### config.mk
export PLATFORM = sky130hd
export DESIGN_NAME = chain_counter
export DESIGN_NICKNAME = d
export VERILOG_FILES = /design/src/rtl/chain_counter_pkg.sv /design/src/rtl/nib_stage.sv /design/src/rtl/chain_counter.sv
export SDC_FILE = /design/constraint.sdc
export NUM_CORES = 1
export LEC_CHECK = 0
export ABC_CLOCK_PERIOD_IN_PS = 1400
export BUFFER_PORTS_ARGS = -buffer_cell sky130_fd_sc_hd__buf_2
export CORE_MARGIN = 4
export CORE_UTILIZATION = 45
export CTS_BUF_LIST = sky130_fd_sc_hd__clkbuf_8
export DETAILED_ROUTE_END_ITERATION = 7
export PLACE_DENSITY = 0.78
export SLEW_MARGIN = 30
export SYNTH_ARGS = -nofsm -noshare
export SYNTH_HDL_FRONTEND = slang
export SYNTH_SLANG_ARGS = --single-unit
### constraint.sdc
create_clock -name clk -period 1.4 [get_ports clk]
set_input_delay 0.07 -clock clk [delete_from_list [all_inputs] [get_ports clk]]
set_output_delay 0.07 -clock clk [all_outputs]
set_load 0.01 [all_outputs]
### src/rtl/chain_counter_pkg.sv
package chain_counter_pkg;
    localparam int NIB_W = 4;

    typedef logic [NIB_W-1:0] nib_t;

    typedef struct packed {
        nib_t val;
    } nib_state_t;
endpackage

### src/rtl/nib_stage.sv
module nib_stage
    import chain_counter_pkg::*;
(
    input  logic clk,
    input  logic clear_n,
    input  logic load_n,
    input  logic cnt_en,
    input  logic chain_en,
    input  nib_t preset,
    output nib_t value,
    output logic carry
);
    nib_state_t st_d;
    nib_state_t st_q;

    // Next-state: load has priority over counting; hold otherwise.
    always_comb begin
        st_d = st_q;
        if (!load_n) begin
            st_d.val = preset;
        end else if (cnt_en && chain_en) begin
            st_d.val = st_q.val + nib_t'(1);
        end
    end

    always_ff @(posedge clk or negedge clear_n) begin
        if (!clear_n) begin
            st_q <= '0;
        end else begin
            st_q <= st_d;
        end
    end

    assign value = st_q.val;
    // Carry uses only the chain enable, never the count-only enable.
    assign carry = chain_en & (&st_q.val);
endmodule

### src/rtl/chain_counter.sv
module chain_counter
    import chain_counter_pkg::*;
#(
    parameter int STAGES = 4
) (
    input  logic                    clk,
    input  logic                    clear_n,
    input  logic                    load_n,
    input  logic                    cnt_en,
    input  logic                    chain_en,
    input  logic [NIB_W*STAGES-1:0] preset,
    output logic [NIB_W*STAGES-1:0] count,
    output logic                    term_carry
);
    localparam int W = NIB_W * STAGES;

    logic [STAGES:0] link;

    assign link[0] = chain_en;

    for (genvar k = 0; k < STAGES; k++) begin : g_stage
        nib_stage u_nib (
            .clk      (clk),
            .clear_n  (clear_n),
            .load_n   (load_n),
            .cnt_en   (cnt_en),
            .chain_en (link[k]),
            .preset   (preset[k*NIB_W +: NIB_W]),
            .value    (count[k*NIB_W +: NIB_W]),
            .carry    (link[k+1])
        );
    end

    assign term_carry = link[STAGES];

    logic [W-1:0] unused_w;
    assign unused_w = '0;
endmodule

==> impl_metrics.toml <==
[synthesis]
async_reset_ff_share_pct = 100
post_synth.cell_area_avg_um2 = 9.01
synth_cell_types = 26
yosys_register_bits = 16
post_synth_inst_count = 108
synth-edff-count = 0
seq_area_frac_synth_pct = 41.1
synthesis.yosys.warnings = 0
post_synth_instance_area_um2 = 973
synth_flop_cell = "sky130_fd_sc_hd__dfrtp_1"
synth_nets = 133

[global_routing]
grt_pass1_wl_mm = 4.75
grt_antenna_before_repair = 0
track_usage_pct = 22.6
first_global_vias = 1089
globalRouteOverflowTotal = 0
grt_max_degree = 23

[sta]
period_needed_ns = 1.63
finalHoldViolations = 0
rsz0062_at_grt = "yes"
worst_pin_slew_ns = 0.389
report.final.slew_viol_count = 0
setup_tns_ns = -1.73
clock.fmax_mhz = 614
finalSetupViolCount = 11
finalWorstSetupSlack_ns = -0.230
final_min_period_over_clock_period_pct = 116
skew_ns = 0.00608
slew-limit-headroom_pct = 74.1

[cts]
cts_buffers = 3
ctsHtreeMaxLevel = 1
worst_setup_hold_path_clk_slew_ns = 0.07
cts.sink_count = 16
clkLatencyLatePin_ns = 0.26
cts_root_buffer = "sky130_fd_sc_hd__clkbuf_8"
ctsLongestPathBuffers = 2
tritoncts = "done"

[detailed_routing]
remaining_drc_errors = 0
drt.antenna.violating_nets = 0
via_count = 1154
wire_per_inst_um = 16.9
detailedRoute.firstPassIterationCount = 4
drt_iter0_markers = 43
detail_route.vias_per_cell = 5.66
routed_wirelength_mm = 3.44

[power_and_ir_drop]
finalPower_mw = 1.48
max-vdd-ir-drop_v = 0.000641
powerDensity_nw_per_um2 = 918
power.leakage_nw = 0.720

[final_layout]
antennaDiodeCount = 0
area_delta_synth_final_pct = 66.1
largest_reg_flops = 16
nNetsFinal = 203
post_route_cells_drive_above_1_share_pct = 52.0

[run_status]
failed_checks = "setup timing"
status = "complete, but fails checks"

[worst_setup_path]
data_required_time_at_the_worst_endpoint_ns = 1.58
timing.critical_path.max_delay_family = "simple AND/OR/NAND/NOR gates"
cp_cell_sequence = "ha_4 > nand4_4 > buf_6 > or4_1 > a31oi_1"
critical_path_depth = 5
cp_max_fo = 7
worstPathArrival_ns = 1.81
cp_slowest_cell = "sky130_fd_sc_hd__or4_1"
worst_r2r_path_depth = 5
cp_class = "flip-flop to flip-flop"
critPathCaptureType = "flip-flop"
crit_path_max_incr_delay_ns = 0.42
worst_setup_path_start_kind = "flip-flop"
crit_buf_inv = 1

[floorplan]
floorplan.core_area_um2 = 2000
die_height_um = 54.5
die_area_um2 = 2970
start_util_pct = 48.6
fp.dieW_um = 54.5
row_count = 16
top_level_i_o_count = 38

[placed_design]
buffer_ports.inserted = 37
gp_weighted_congestion = 0.735
detailedPlacementHpwl_mm = 2.17

[hold_path]
timing.hold.worst.class = "primary input to flip-flop"
min_path_cells = 3

[flow_run]
cap_violations = 0
==> cell families after synthesis <==
family	count (synthesis)	share of synthesized area (%)
DFF	16	41.1
buffers and inverters	13	6.30
AOI/OAI and AO/OA	29	19.8
muxes	1	1.03
and+or+nand+nor	43	24.8
xor gates and xnor gates	2	1.80
adders and majority gates	4	5.14
==> tightest hold or removal path: stages <==
cell and delay (ns):
sky130_fd_sc_hd__buf_2 0.09, sky130_fd_sc_hd__nor2_1 0.07, sky130_fd_sc_hd__a31oi_1 0.05
==> timing repair <==
action | 4_1_cts | 5_1_grt
pin swaps | 9 | 11
setup buffers | 4 | 6
hold endpoints to repair | 16 | 0
resized for setup | 9 | 14
cloned | 0 | 0
hold buffers | 1 | 0
setup endpoints to repair | 12 | 13
==> final cells by class <==
cell class,count,area (um^2)
Timing Repair Buffer,71,463
Multi-Input combinational cell,79,632
Clock buffer,4,55.1
Fill cell,122,385
Inverter,7,28.8
Tap cell,27,33.8
Sequential cell,16,404
==> power breakdown <==
part	internal [mW]	switching (mW)	leakage, nW
Sequential	0.510	0.0560	0.177
Clock	0.250	0.178	0.0288
Combinational	0.244	0.247	0.515
Total	1.00	0.480	0.720
==> cells in the final DEF (no fill, tap or decap), types with 2 or more instances in the layout <==
master / n
sky130_fd_sc_hd__nor2_1: 15
sky130_fd_sc_hd__xor2_1: 2
sky130_fd_sc_hd__buf_4: 26
sky130_fd_sc_hd__clkbuf_8: 4
sky130_fd_sc_hd__or3_1: 4
sky130_fd_sc_hd__ha_4: 3
sky130_fd_sc_hd__dfrtp_2: 3
sky130_fd_sc_hd__or4_4: 3
sky130_fd_sc_hd__nand3_1: 6
sky130_fd_sc_hd__or4_1: 5
sky130_fd_sc_hd__o31ai_1: 7
sky130_fd_sc_hd__inv_1: 6
sky130_fd_sc_hd__o21ai_0: 4
sky130_fd_sc_hd__buf_6: 6
sky130_fd_sc_hd__dfrtp_1: 13
sky130_fd_sc_hd__a31oi_1: 11
sky130_fd_sc_hd__buf_2: 37
sky130_fd_sc_hd__nand4_4: 2
sky130_fd_sc_hd__a21oi_1: 3
==> metal layers <==
metal	wire [um]	part of all wire (%)	global-route usage, %	vias up
li1	-	-	-	543
met1	1320	38	27.1	542
met2	1790	52	39.6	57
met3	216	6.3	4.36	12
met4	108	3.1	8.30	0
met5	0	0	0	-
==> stage by stage <==
stage               cell area (um^2)  hold slack, ns  util, %  setup WS (ns)  instances
floorplan                       1010          -0.226        -        -0.0972        108
global placement                1370         0.00574     68.2        -0.0748        189
detailed placement              1370          0.0125     68.2         -0.155        189
CTS                             1510          0.0689     75.4         -0.136        198
global route                    1620          0.0723     80.8         -0.310        204
finish                          1620          0.0635     80.8         -0.230        204
==> path summary, 6_finish.rpt <==
kind / slack, ns / endpoint / from
max: -0.23 / g_stage[2].u_nib.value[3] / g_stage[1].u_nib.value[0]
min: 0.06 / g_stage[1].u_nib.value[2] / preset[6]
max reg2reg: -0.23 / g_stage[2].u_nib.value[3] / g_stage[1].u_nib.value[0]
min reg2reg: 0.65 / g_stage[3].u_nib.value[3] / g_stage[3].u_nib.value[3]
max in group asynchronous: 0.83 / g_stage[0].u_nib.value[0] / clear_n
min in group asynchronous: 0.26 / g_stage[2].u_nib.value[2] / clear_n
==> synthesized netlist by cell type, drive strengths merged, types with 2 or more instances <==
cell | instances | area share, %
buf | 3 | 2.4
a31oi | 12 | 7.7
a21oi | 3 | 1.5
xor2 | 2 | 1.8
o31ai | 7 | 5.4
or3 | 5 | 3.2
nand4 | 3 | 3.2
nand3 | 7 | 3.6
clkbuf | 3 | 1.2
or4 | 8 | 6.2
o21ai | 5 | 2.6
ha | 4 | 5.1
inv | 7 | 2.7
dfrtp | 16 | 41
nor2 | 15 | 5.8
Power figures use the tool's default switching activity.
